==> src/rtl/cmd_port_pkg.sv <==
package cmd_port_pkg;
  localparam int unsigned WORD_W    = 16;
  localparam int unsigned CODE_W    = 6;
  localparam int unsigned IDX_W     = 5;
  localparam int unsigned RDATA_W   = 8;
  localparam int unsigned EMPTY_BIT = 9;
  localparam int unsigned LOW_W     = 14;
  localparam int unsigned HIGH_W    = WORD_W - LOW_W;

  typedef enum logic [1:0] {
    TGT_VRAM  = 2'd0,
    TGT_CRAM  = 2'd1,
    TGT_VSRAM = 2'd2,
    TGT_NONE  = 2'd3
  } mem_tgt_e;

  function automatic logic is_regwr_word(input logic [WORD_W-1:0] w);
    return w[WORD_W-1 -: 2] == 2'b10;
  endfunction

  function automatic logic [WORD_W-1:0] first_addr(input logic [WORD_W-1:0] old_a,
                                                   input logic [WORD_W-1:0] w);
    return {old_a[WORD_W-1:LOW_W], w[LOW_W-1:0]};
  endfunction

  function automatic logic [WORD_W-1:0] second_addr(input logic [WORD_W-1:0] old_a,
                                                    input logic [WORD_W-1:0] w);
    return {w[HIGH_W-1:0], old_a[LOW_W-1:0]};
  endfunction

  function automatic logic [CODE_W-1:0] first_code(input logic [CODE_W-1:0] old_c,
                                                   input logic [WORD_W-1:0] w);
    return {old_c[CODE_W-1:2], w[WORD_W-1 -: 2]};
  endfunction

  function automatic logic [CODE_W-1:0] second_code(input logic [CODE_W-1:0] old_c,
                                                    input logic [WORD_W-1:0] w);
    return {w[7:4], old_c[1:0]};
  endfunction

  function automatic mem_tgt_e decode_tgt(input logic [CODE_W-1:0] c);
    case (c[3:0])
      4'h0, 4'h1: return TGT_VRAM;
      4'h3, 4'h8: return TGT_CRAM;
      4'h4, 4'h5: return TGT_VSRAM;
      default:    return TGT_NONE;
    endcase
  endfunction

  function automatic logic [WORD_W-1:0] status_value(input logic empty);
    logic [WORD_W-1:0] s;
    s = '0;
    s[EMPTY_BIT] = empty;
    return s;
  endfunction
endpackage

==> src/rtl/cmd_word_asm.sv <==
module cmd_word_asm
  import cmd_port_pkg::*;
(
  input  logic              clk,
  input  logic              rst,
  input  logic              ev_first,
  input  logic              ev_second,
  input  logic              ev_drop,
  input  logic [WORD_W-1:0] wdata,
  output logic [WORD_W-1:0] addr_q,
  output logic [CODE_W-1:0] code_q,
  output logic              pend_q
);
  always_ff @(posedge clk) begin
    if (rst) begin
      addr_q <= '0;
      code_q <= '0;
      pend_q <= 1'b0;
    end else if (ev_first) begin
      addr_q <= first_addr(addr_q, wdata);
      code_q <= first_code(code_q, wdata);
      pend_q <= 1'b1;
    end else if (ev_second) begin
      addr_q <= second_addr(addr_q, wdata);
      code_q <= second_code(code_q, wdata);
      pend_q <= 1'b0;
    end else if (ev_drop) begin
      pend_q <= 1'b0;
    end
  end
endmodule

==> src/rtl/cmd_side_pulses.sv <==
module cmd_side_pulses
  import cmd_port_pkg::*;
(
  input  logic               clk,
  input  logic               rst,
  input  logic               ev_second,
  input  logic               ev_regwr,
  input  logic               ev_cancel,
  input  logic               dma_enable,
  input  logic [WORD_W-1:0]  wdata,
  output logic               reg_wr_q,
  output logic [IDX_W-1:0]   reg_idx_q,
  output logic [RDATA_W-1:0] reg_data_q,
  output logic               dma_q,
  output logic               pfc_q
);
  logic dma_req;
  assign dma_req = ev_second && dma_enable && second_code('0, wdata)[CODE_W-1];

  always_ff @(posedge clk) begin
    if (rst) begin
      reg_wr_q   <= 1'b0;
      reg_idx_q  <= '0;
      reg_data_q <= '0;
      dma_q      <= 1'b0;
      pfc_q      <= 1'b0;
    end else begin
      reg_wr_q <= ev_regwr;
      dma_q    <= dma_req;
      pfc_q    <= ev_second || ev_cancel;
      if (ev_regwr) begin
        reg_idx_q  <= wdata[8 +: IDX_W];
        reg_data_q <= wdata[RDATA_W-1:0];
      end
    end
  end
endmodule

==> src/rtl/cmd_status_reg.sv <==
module cmd_status_reg
  import cmd_port_pkg::*;
(
  input  logic              clk,
  input  logic              rst,
  input  logic              ev_status,
  input  logic              fifo_empty,
  output logic [WORD_W-1:0] status_q
);
  always_ff @(posedge clk) begin
    if (rst)            status_q <= '0;
    else if (ev_status) status_q <= status_value(fifo_empty);
  end
endmodule

==> src/rtl/cmd_port_decoder.sv <==
module cmd_port_decoder
  import cmd_port_pkg::*;
(
  input  logic         clk,
  input  logic         rst,
  input  logic         ctrl_wr,
  input  logic         ctrl_rd,
  input  logic         data_acc,
  input  logic [15:0]  wdata,
  input  logic         dma_enable,
  input  logic         fifo_empty,
  output logic [15:0]  cmd_addr,
  output logic [5:0]   cmd_code,
  output logic         pending,
  output logic [1:0]   mem_target,
  output logic         mem_write,
  output logic         reg_wr,
  output logic [4:0]   reg_idx,
  output logic [7:0]   reg_data,
  output logic         dma_start,
  output logic         prefetch_clear,
  output logic [15:0]  status_word
);
  logic ev_regwr, ev_first, ev_second, ev_status, ev_cancel, ev_drop;

  // Strobe priority: control write, then status read, then data access.
  assign ev_regwr  = ctrl_wr && !pending && is_regwr_word(wdata);
  assign ev_first  = ctrl_wr && !pending && !is_regwr_word(wdata);
  assign ev_second = ctrl_wr && pending;
  assign ev_status = !ctrl_wr && ctrl_rd;
  assign ev_cancel = !ctrl_wr && !ctrl_rd && data_acc && pending;
  assign ev_drop   = ev_status || ev_cancel;

  cmd_word_asm u_asm (
    .clk(clk), .rst(rst),
    .ev_first(ev_first), .ev_second(ev_second), .ev_drop(ev_drop),
    .wdata(wdata),
    .addr_q(cmd_addr), .code_q(cmd_code), .pend_q(pending)
  );

  cmd_side_pulses u_pulses (
    .clk(clk), .rst(rst),
    .ev_second(ev_second), .ev_regwr(ev_regwr), .ev_cancel(ev_cancel),
    .dma_enable(dma_enable), .wdata(wdata),
    .reg_wr_q(reg_wr), .reg_idx_q(reg_idx), .reg_data_q(reg_data),
    .dma_q(dma_start), .pfc_q(prefetch_clear)
  );

  cmd_status_reg u_status (
    .clk(clk), .rst(rst),
    .ev_status(ev_status), .fifo_empty(fifo_empty),
    .status_q(status_word)
  );

  mem_tgt_e tgt;
  assign tgt        = decode_tgt(cmd_code);
  assign mem_target = tgt;
  assign mem_write  = (tgt != TGT_NONE) && cmd_code[0];
endmodule

==> config.mk <==
export PLATFORM = sky130hd
export DESIGN_NAME = cmd_port_decoder
export DESIGN_NICKNAME = d
export VERILOG_FILES = /design/src/rtl/cmd_port_pkg.sv /design/src/rtl/cmd_word_asm.sv /design/src/rtl/cmd_side_pulses.sv /design/src/rtl/cmd_status_reg.sv /design/src/rtl/cmd_port_decoder.sv
export SDC_FILE = /design/constraint.sdc
export NUM_CORES = 1
export LEC_CHECK = 0
export ABC_AREA = 0
export BUFFER_PORTS_ARGS = -buffer_cell sky130_fd_sc_hd__buf_2
export CAP_MARGIN = 20
export CORE_MARGIN = 3
export CORE_UTILIZATION = 30
export DETAILED_ROUTE_END_ITERATION = 16
export GPL_ROUTABILITY_DRIVEN = 0
export GPL_TIMING_DRIVEN = 0
export MAX_ROUTING_LAYER = met4
export PLACE_DENSITY = 0.67
export REMOVE_ABC_BUFFERS = 1
export SLEW_MARGIN = 5
export SYNTH_ARGS = -nofsm -noshare
export SYNTH_HDL_FRONTEND = slang
export SYNTH_SLANG_ARGS = --single-unit
==> constraint.sdc <==
create_clock -name clk -period 2.4 [get_ports clk]
set_input_delay 0.36 -clock clk [delete_from_list [all_inputs] [get_ports clk]]
set_output_delay 0.36 -clock clk [all_outputs]
set_load 0.005 [all_outputs]
* Yosys cells after proc, flatten, opt, wreduce, memory -nomap -nowiden
Index checks and enable logic that the tools add are counted.
** Storage, ports and cells
- Input bits :: 23
- Logic and storage cells :: 48
- Bits in registers :: 40
- Output and inout bits :: 58
** Cells by class
- Bitwise gates (word level) :: 1
- Reduce and logical (&&, ||, !) cells :: 23
- Mux-type cells :: 6
- Equality and inequality tests :: 7
** Operators by type and width (count)
- 14-bit 2-to-1 mux :: 1
- 1-bit logical AND :: 11
- 4-bit by 3-bit == test with 1-bit output (second input constant) :: 2
- 2-bit case mux with 3 select lines :: 1
- 2-bit OR reduction :: 3
- 4-bit by 1-bit == test with 1-bit output (second input constant) :: 1
- 4-bit by 2-bit == test with 1-bit output (second input constant) :: 1
- 4-bit == test (second input constant) :: 1
- 1-bit zero test :: 4
- 4-bit zero test :: 1
- 1-bit 2-to-1 mux :: 3
- 3-bit nonzero test :: 1
- 2-bit == test (second input constant) :: 1
- 1-bit logical OR :: 2
- 2-bit 2-to-1 mux :: 1
- 2-bit != test (second input constant) :: 1
- 2-bit AND reduction :: 1
- 1-bit inverter :: 1

* Longest topological paths before layout
Gate-level depths: netlist of run 1.
- Word-level depth :: 8
- Depth in mapped cells :: 5
- Gate-level depth less buffers :: 3

* Hierarchy
From an unflattened synthesis of run 1, not the netlist that was laid out.
** Second synthesis, totals
- Cells, all modules :: 164
- Area, all modules :: 1680.4 µm²
** By module, submodules not included
- cmd_word_asm :: times used 1, area each 887.1 µm², cells an instance 82, seq. area each 460.4 µm²
- cmd_side_pulses :: times used 1, area each 559.3 µm², cells an instance 49, seq. area each 320.3 µm²
- cmd_status_reg :: times used 1, area each 150.1 µm², cells an instance 19, seq. area each 20.0 µm²
- cmd_port_decoder :: times used 1, area each 83.8 µm², cells an instance 14, seq. area each 0.0 µm²

* Least setup slack after synthesis of run 1
Ideal clock, no wire load.
- Kind :: register to output
- Start point :: reg u_asm.code_q[0]
- End point :: out mem_target[1]
- Stages on the path, launching flop included :: 3
- Buffers on the path :: 0
- Path slack :: 1263 ps
- Data required time :: 2040 ps
- Arrival time :: 777 ps
- Cells stage by stage :: dfxtp_1 or2_2 a21o_1
** On the way
- Longest elaborated chain between the ends :: 3
** RTL lines
- from (decl) :: line cmd_word_asm.sv:11 : output logic [CODE_W-1:0] code_q,
- from (signal assigned) :: line cmd_word_asm.sv:21 : code_q <= first_code(code_q, wdata);
- from (signal assigned) :: line cmd_word_asm.sv:25 : code_q <= second_code(code_q, wdata);
- 4-bit by 3-bit == test with 1-bit output, or another cell as far along :: line cmd_port_pkg.sv:42 : case (c[3:0])
- 2-bit OR reduction :: line cmd_port_pkg.sv:42
- 2-bit case mux with 3 select lines * :: line cmd_port_pkg.sv:42
- to (decl) :: line cmd_port_decoder.sv:15 : output logic [1:0] mem_target,
Every way passes the cells marked *; elsewhere a longest branch is shown, timed or not.

* Worst setup path in the final report of run 1
Ends and elaborated chain as after synthesis.

==> results of run 1 <==
-- cell type report --
type | instances | area [um2] | area share
Sequential cell | 40 | 800.8 | 0.3727
Clock buffer | 5 | 68.82 | 0.03203
Multi-Input combinational cell | 141 | 813.3 | 0.3786
Tap cell | 72 | 90.09 | 0.04193
Inverter | 2 | 7.507 | 0.003494
Timing Repair Buffer | 65 | 325.3 | 0.1514
Clock inverter | 3 | 42.54 | 0.01980
-- path summary, 6_finish.rpt --
check,start,to,slack [ps],cells after the start
min reg2reg,u_pulses.reg_data_q[5]$_SDFFE_PP0P_,u_pulses.reg_data_q[5]$_SDFFE_PP0P_,450,2
max reg2reg,u_asm.pend_q$_SDFFE_PP0P_,u_pulses.reg_idx_q[1]$_SDFFE_PP0P_,950,3
min,wdata[12],u_pulses.reg_idx_q[4]$_SDFFE_PP0P_,310,3
max,u_asm.code_q[0]$_SDFFE_PP0P_,mem_target[1],840,3
-- stage by stage --
| stage | cell area, um2 | hold WS (ps) | setup WS (ps) |
|---|---|---|---|
| after global placement | 2037 | 440.1 | 787.7 |
| after floorplan | 1622 | 429.1 | 1198 |
| after CTS | 2148 | 296.7 | 818.7 |
| after global routing | 2148 | 308.9 | 727.5 |
| final | 2148 | 309.1 | 842.5 |
| after detailed placement | 2037 | 446.1 | 805.1 |
-- registers in the layout, indices dropped and copies added (netlist names) --
name,count
u_pulses.dma_q,1
u_asm.code_q,6
u_pulses.reg_idx_q,5
u_asm.addr_q,16
u_asm.pend_q,1
u_pulses.pfc_q,1
u_pulses.reg_wr_q,1
u_status.status_q,1
u_pulses.reg_data_q,8
-- cell usage after synthesis, drive strengths merged (2+ instances only) --
cell type | number | area (um2)
inv | 2 | 7.510
or2 | 2 | 12.51
buf | 21 | 153.9
o21ai | 2 | 10.00
clkbuf | 4 | 15.01
dfxtp | 40 | 800.8
nand2b | 30 | 187.7
mux2i | 14 | 140.1
nand2 | 34 | 127.6
nor2 | 3 | 11.26
a21oi | 25 | 125.1
nand3 | 7 | 35.03
-- logic make-up (layout without fill, tap and decap cells) --
| kind of cell | Yosys count | in the layout |
|---|---|---|
| compound gates | 31 | 31 |
| buf+inv | 27 | 75 |
| other cells | 1 | 15 |
| flops | 40 | 40 |
| simple gates | 81 | 81 |
| mux | 14 | 14 |
-- tightest hold or removal path, delay by kind of cell --
kind	cells	cell delay, ps
buffers and inverters	1	100
and+or+nand+nor	1	50
AOI/OAI and AO/OA	1	50
-- power breakdown --
| group | internal (uW) | leakage [uW] | total (uW) | switching, uW |
|---|---|---|---|---|
| registers | 693 | 0.000326 | 711 | 17.7 |
| logic | 80.6 | 0.000616 | 168 | 87.3 |
| clock network | 308 | 0.0000541 | 552 | 245 |
| total | 1080 | 0.000997 | 1430 | 350 |
-- per-layer routing --
layer,GRT usage,up-vias,wire length (um)
met2,0.1979,54,1743
met4,0.03488,0,47
li1,-,730,-
met1,0.1538,652,1748
met3,0.04338,6,326
met5,-,-,0
-- placed cells by master (no fill, tap or decap), types with 2 or more instances in the layout --
cell type  Yosys  routed
buf_2          3      65
dfxtp_1       40      40
nand2_1       34      34
nand2b_1      30      30
a21oi_1       25      25
conb_1         1      15
mux2i_1       14      14
nand3_1        7       7
clkbuf_8       0       5
nor2_1         3       3
or2_2          2       2
inv_1          2       2
==> out/qor.csv, run 1 <==
stage;metric;value;unit
status;status;finished clean;
finish;fin_util;0.3878;
clocking;cts_tree;built;
setup_path;path_class;flop to output pin;
sta;timing.fmax;0.6420;GHz
sta;rsz0062_at_grt;false;
finish;drive_gt1_frac;0.3086;
sta;hold_viol;0;
flow_run;maxCapViolCount;0;
sta;worst_pin_slew;748.6;ps
routing;ant_nets;0;
sta;min_period;1558;ps
sta;relSlewSlack;0.5009;
clocking;ctsHoldBuffers;0;
clocking;root_buffer;clkbuf_8;
synthesis;synth-xor-area-share;0;
grt;antenna_found_initial;0;
pwr;ir_drop;0.2746;mV
synthesis;synthMuxAreaShare;0.08063;
clocking;clkTransAtPathRegs;80;ps
sta;setup_viol;0;
sta;drv_slew;0;
pwr;powerDensity;666.2;nW/um2
floorplan;die_area;6742;um2
pwr;p_leak;0.0009968;uW
synthesis;synth-main-ff-cell;dfxtp_1;
synthesis;synth_top_family_by_area;simple AND/OR/NAND/NOR gates;
floorplan;fp-row-count;27;
clocking;cts.sinks;40;
setup_path;cp.arrival;1200;ps
synthesis;synthSimpleGateAreaFrac;0.2541;
synthesis;syn_area;1738;um2
setup_path;end_kind;output pin;
floorplan;core-area;5540;um2
synthesis;yosysUniqueCellTypes;25;
floorplan;io_pins;81;
floorplan;die_w;82.11;um
synthesis;yosys_warnings;0;
clocking;clock_latency;290;ps
clocking;clk_path_buf_depth;2;
pwr;total_power;1431;uW
grt;grt_pass1_wl;6.313;mm
synthesis;yosys.area_share.adder;0;
routing;drt_first_pass_iters;4;
sta;finalClockSkew;6.126;ps
synthesis;ys_seq_elements;40;
finish;fin_nets;278;
synthesis;ys_seq_area_frac;0.4608;
grt;grt_pass1_vias;1285;
setup_path;critPathLaunchType;flop;
floorplan;initial_core_util;0.3137;
routing;num_vias;1442;
setup_path;worstPathRequired;2040;ps
floorplan;die_y;82.11;um
sta;fin_tns_setup;0;ps
routing;routedWlPerCell;11.79;um
synthesis;avgSynthCellArea;8.958;um2
synthesis;synth_edf_count;0;
setup_path;critPathMaxStageDelay;330;ps
synthesis;ys_async_sr_fraction;0;
clocking;cts_buffers;5;
finish;fillers;607;
finish;area_growth;23.61;%
clocking;h-tree-depth;2;
sta;fin_crit_sh;0.6490;
setup_path;cp_top_family;flip-flops;
clocking;cts-resized-gates;0;
finish;antenna-diode-count;0;
placement;dp_hpwl;2.744;mm
routing;drtIter0Drc;55;
min_path;hold_class;input port to flop;
synthesis;synth_compound_area_frac;0.1008;
routing;drc_errors;0;
placement;post-place-cells;320;
synthesis;syn_inst;194;
setup_path;critPathSlowestCell;dfxtp_1;
grt;gr-total-overflow;0;
setup_path;cp_cell_sequence;or2_2 > a21o_1 > buf_2;
routing;finalWirelength;3.866;mm
setup_path;worst-path-buf-inv;1;
setup_path;cp_max_fo;4;
placement;io_buffers;65;
routing;via_per_inst;4.396;
grt;grt_usage;0.1260;
finish;final_cells;328;
clocking;cts_setup_buffers;0;
grt;grt_max_degree;54;
Note: power is estimated with default switching activity, not from simulation.
==> run 2, diff against run 1 <==
--- a/config.mk
+++ b/config.mk
@@ -14,7 +14,7 @@
 export GPL_ROUTABILITY_DRIVEN = 0
 export GPL_TIMING_DRIVEN = 0
 export MAX_ROUTING_LAYER = met4
-export PLACE_DENSITY = 0.67
+export PLACE_DENSITY = 0.69
 export REMOVE_ABC_BUFFERS = 1
 export SLEW_MARGIN = 5
 export SYNTH_ARGS = -nofsm -noshare
==> constraint.sdc (replaced) <==
create_clock -name clk -period 1.38 [get_ports clk]
set_input_delay 0.207 -clock clk [delete_from_list [all_inputs] [get_ports clk]]
set_output_delay 0.207 -clock clk [all_outputs]
set_load 0.005 [all_outputs]
==> run 2 against run 1 <==
Sequential power grew 74%. First-iteration DRC count fell by 33%. Global-route usage is 0.24 points lower. Critical path type unchanged. Via count grew 0.62%. Largest cell class unchanged. Largest power group unchanged. Combinational power is 81% higher.
==> out/qor.csv, run 2 (same netlist as run 1, synthesis figures left out) <==
stage;metric;value;unit
setup_path;cp_top_family;flip-flops;
clocking;h-tree-depth;2;
setup_path;path_class;flop to output pin;
pwr;total_power;2470;uW
sta;fin_crit_sh;0.9641;
routing;routedWlPerCell;11.92;um
placement;dp_hpwl;2.734;mm
finish;area_growth;24.84;%
floorplan;fp-row-count;27;
sta;relSlewSlack;0.4935;
grt;grt_max_degree;54;
routing;via_per_inst;4.397;
pwr;p_int;1891;uW
sta;worst_pin_slew;759.8;ps
grt;gr-total-overflow;0;
routing;drtIter0Drc;37;
sta;drv_slew;0;
routing;num_vias;1451;
sta;min_period;1330;ps
setup_path;cp_cell_sequence;buf_4 > or2_2 > buf_2;
sta;hold_viol;0;
setup_path;cp_max_fo;4;
finish;fin_nets;280;
finish;drive_gt1_frac;0.3295;
setup_path;worst-path-buf-inv;2;
setup_path;end_kind;output pin;
sta;timing.fmax;0.7516;GHz
floorplan;core-area;5540;um2
floorplan;die_w;82.11;um
setup_path;critPathLaunchType;flop;
sta;fin_tns_setup;0;ps
sta;whs;160.1;ps
flow_run;maxCapViolCount;0;
finish;seq_area;804.5;um2
setup_path;critPathMaxStageDelay;320;ps
placement;io_buffers;65;
clocking;clk_path_buf_depth;2;
grt;grt_pass1_vias;1345;
pwr;switchingPower;578.7;uW
finish;final_common_cell;buf_2;
routing;finalWirelength;3.933;mm
pwr;p_comb_frac;0.123;
setup_path;cp.arrival;1120;ps
pwr;seq_power_share;0.501;
status;status;finished clean;
floorplan;initial_core_util;0.3137;
routing;drc_errors;0;
finish;multi_input_area;819.5;um2
finish;largest_register;u_asm.addr_q;
pwr;netSwitchingFraction;0.2344;
finish;mostFrequentLayoutCells;65 x buf_2, 37 x dfxtp_1, 34 x nand2_1;
setup_path;worstPathRequired;1170;ps
finish;top_regs;u_asm.addr_q: 16 flops, u_pulses.reg_data_q: 8 flops, u_asm.code_q: 6 flops;
routing;ant_nets;0;
clocking;cts_tree;built;
pwr;ir_drop;0.4134;mV
sta;setup_viol;0;
setup_path;critPathSlowestCell;dfxtp_2;
sta;finalClockSkew;3.002;ps
floorplan;die_y;82.11;um
routing;drt_first_pass_iters;4;
sta;rsz0062_at_grt;false;
clocking;cts_buffers;5;
clocking;root_buffer;clkbuf_8;
min_path;hold_class;input port to flop;
clocking;clkTransAtPathRegs;80;ps
pwr;p_leak;0.001007;uW
floorplan;die_area;6742;um2
finish;largest_register_ffs;16;
pwr;clockPowerShare;0.376;
finish;fillers;595;
grt;grt_pass1_wl;6.210;mm
floorplan;io_pins;81;
grt;grt_usage;0.1236;
finish;antenna-diode-count;0;
pwr;powerDensity;1138;nW/um2
clocking;cts.sinks;40;
grt;antenna_found_initial;0;
clocking;clock_latency;280;ps
[run 2: cell types whose count changed in the layout (fill, tap and decap cells not counted), sizes merged]
cell and change:
buf +2, clkbuf +1, clkinvlp -1
[run 2: area by class of cell]
cell class | instances | area share
multi-input combinational | 141 | 0.3777
timing repair buffer | 67 | 0.1569
clock inverter | 2 | 0.01615
sequential | 40 | 0.3708
clock buffer | 6 | 0.03345
tap | 72 | 0.04152
inverter | 2 | 0.003460
[run 2: metal layers]
metal / track usage / vias to the layer above / share of wire
li1: - / 730 / -
met1: 0.1399 / 663 / 0.45
met2: 0.2124 / 53 / 0.48
met3: 0.03579 / 5 / 0.068
met4: 0.03488 / 0 / 0.0066
met5: - / - / 0
[run 2: through the flow]
stage / cells / setup slack [ps] / area [um2] / utilization
floorplan: 183 / 178.0 / 1622 / -
global placement: 320 / -99.13 / 2037 / 0.3677
CTS: 330 / 7.147 / 2163 / 0.3905
global route: 330 / 4.748 / 2170 / 0.3916
detailed placement: 320 / -146.0 / 2037 / 0.3677
finish: 330 / 49.55 / 2170 / 0.3916
[run 2: path summary, 6_finish.rpt]
kind	startpoint	endpoint	slack [ps]	depth (start not counted)
worst max-delay path	u_asm.code_q[1]$_SDFFE_PP0P_	mem_target[0]	50	3
worst min-delay path	dma_enable	u_pulses.dma_q$_SDFF_PP0_	160	3
worst max register to register	u_asm.pend_q$_SDFFE_PP0P_	u_asm.addr_q[5]$_SDFFE_PP0P_	90	3
worst min register to register	u_pulses.reg_idx_q[2]$_SDFFE_PP0P_	u_pulses.reg_idx_q[2]$_SDFFE_PP0P_	460	2
[run 2: power by group through the flow]
stage,logic [uW],clock network (uW),registers [uW]
global route,344,1010,1250
floorplan,140,0,1270
CTS,306,973,1240
finish,304,928,1240
detailed placement,299,0,1260
global placement,293,0,1260
[run 2: repair_timing]
action,CTS,global route
setup buffers,2,0
endpoints found under the hold margin,0,0
pin swaps,1,1
gates cloned,0,0
hold buffers,0,0
endpoints found under the setup margin,23,3
resized for setup,4,2
[run 2: worst register-to-register path, stage by stage, from the launching register on]
cell and delay (ps):
dfxtp_2 400, and2b_4 320, o21a_4 280, mux2i_1 220
==> run 3, diff against run 2 <==
--- a/config.mk
+++ b/config.mk
@@ -8,7 +8,6 @@
 export ABC_AREA = 0
 export BUFFER_PORTS_ARGS = -buffer_cell sky130_fd_sc_hd__buf_2
 export CAP_MARGIN = 20
-export CORE_MARGIN = 3
 export CORE_UTILIZATION = 30
 export DETAILED_ROUTE_END_ITERATION = 16
 export GPL_ROUTABILITY_DRIVEN = 0
==> run 3 against run 2 <==
Wire length decreased by 2.4%. Final cell count shrank 0.91%. Highest routed layer unchanged. Core utilization is 0.72 points lower. Critical path type unchanged.
==> out/qor.csv, run 3 (same netlist as run 1, synthesis figures left out) <==
stage;metric;value;unit
min_path;hold_class;input port to flop;
pwr;p_leak;0.0009876;uW
floorplan;die_w;78.11;um
clocking;root_buffer;clkbuf_8;
finish;largest_register;u_asm.addr_q;
clocking;clk_path_buf_depth;2;
finish;mostFrequentLayoutCells;65 x buf_2, 37 x dfxtp_1, 34 x nand2_1;
sta;finalClockSkew;4.178;ps
routing;num_vias;1465;
grt;gr-total-overflow;0;
clocking;cts.sinks;40;
setup_path;cp.arrival;1120;ps
pwr;powerDensity;1047;nW/um2
setup_path;worstPathRequired;1170;ps
sta;fin_crit_sh;0.9630;
finish;fin_util;0.3844;
pwr;ir_drop;0.3663;mV
sta;hold_viol;0;
routing;drtIter0Drc;30;
clocking;clkTransAtPathRegs;70;ps
clocking;cts_tree;built;
sta;worst_pin_slew;782.0;ps
finish;largest_register_ffs;16;
sta;drv_slew;0;
finish;top_regs;u_asm.addr_q: 16 flops, u_pulses.reg_data_q: 8 flops, u_asm.code_q: 6 flops;
finish;antenna-diode-count;0;
grt;grt_usage;0.1326;
status;status;finished clean;
routing;drt_first_pass_iters;4;
grt;grt_max_degree;54;
finish;area_growth;22.53;%
floorplan;die_area;6101;um2
floorplan;fp-row-count;27;
flow_run;maxCapViolCount;0;
sta;whs;162.3;ps
finish;final_common_cell;buf_2;
finish;drive_gt1_frac;0.3216;
sta;relSlewSlack;0.4787;
clocking;cts_buffers;5;
floorplan;io_pins;81;
setup_path;cp_max_fo;2;
finish;fin_nets;280;
setup_path;critPathLaunchType;flop;
clocking;clock_latency;280;ps
routing;routedWlPerCell;11.74;um
sta;min_period;1329;ps
clocking;h-tree-depth;2;
floorplan;initial_core_util;0.3137;
grt;antenna_found_initial;0;
routing;ant_nets;0;
sta;setup_viol;0;
finish;fillers;602;
floorplan;core-area;5540;um2
floorplan;die_y;78.11;um
placement;dp_hpwl;2.593;mm
grt;grt_pass1_vias;1335;
routing;finalWirelength;3.839;mm
sta;timing.fmax;0.7525;GHz
routing;drc_errors;0;
setup_path;end_kind;output pin;
routing;via_per_inst;4.480;
setup_path;path_class;flop to output pin;
placement;io_buffers;65;
grt;grt_pass1_wl;6.189;mm
-- run 3: cell types whose count changed in the layout (fill, tap and decap cells not counted) --
cell	change
dfxtp_2	-1
o21ai_2	-1
clkbuf_1	-1
o21ai_1	+1
clkinv_2	-1
dfxtp_4	+1
bufinv_16	-1
-- run 3: layer usage --
layer | vias up | wire, um | share of wire | GRT usage
met1 | 676 | 1767 | 0.46 | 0.1575
met4 | 0 | 46 | 0.012 | 0.03889
met5 | - | 0 | 0 | -
met3 | 6 | 271 | 0.071 | 0.04302
li1 | 726 | - | - | -
met2 | 57 | 1754 | 0.46 | 0.2140
-- run 3: where the power goes --
| group | switching (uW) | internal [uW] | total, uW |
|---|---|---|---|
| combinational | 156 | 147 | 303 |
| sequential | 29.4 | 1210 | 1240 |
| clock | 366 | 326 | 691 |
-- run 3: layout make-up --
class | instances | area, um2 | area share
Sequential cell | 40 | 807.0 | 0.3790
Multi-Input combinational cell | 141 | 815.8 | 0.3831
Inverter | 2 | 7.507 | 0.003525
Tap cell | 72 | 90.09 | 0.04230
Clock buffer | 5 | 68.82 | 0.03231
Timing Repair Buffer | 67 | 340.3 | 0.1598
-- run 3: final timing paths --
check | from | endpoint | slack, ps | depth (start not counted)
setup / recovery | u_asm.code_q[0]$_SDFFE_PP0P_ | mem_target[1] | 50 | 3
hold / removal | dma_enable | u_pulses.dma_q$_SDFF_PP0_ | 160 | 3
setup reg to reg | u_asm.pend_q$_SDFFE_PP0P_ | u_asm.addr_q[7]$_SDFFE_PP0P_ | 130 | 3
hold reg to reg | u_pulses.reg_idx_q[1]$_SDFFE_PP0P_ | u_pulses.reg_idx_q[1]$_SDFFE_PP0P_ | 450 | 2
-- run 3: through the flow --
stage	instances	TNS [ps]	power, uW	cell area [um2]	setup WS, ps
after CTS	327	0	2275	2125	11.88
after global placement	320	-1091	1555	2037	-88.63
after detailed placement	320	-1551	1562	2037	-124.4
after global routing	327	-3.186	2346	2130	-3.186
final	327	0	2230	2130	51.10
after floorplan	183	0	1408	1622	178.0
-- run 3: what timing repair did --
item	in CTS	in global routing
setup endpoints to repair	18	2
gates resized for setup	4	2
gates cloned	0	0
endpoints found under the hold margin	0	0
buffers inserted	2	0
hold buffers	0	0
pin swaps	1	1
-- run 3: critical path, stage by stage, from the launching register on --
cell and delay (ps):
dfxtp_2 320, or2_4 230, a21o_1 170, buf_2 120
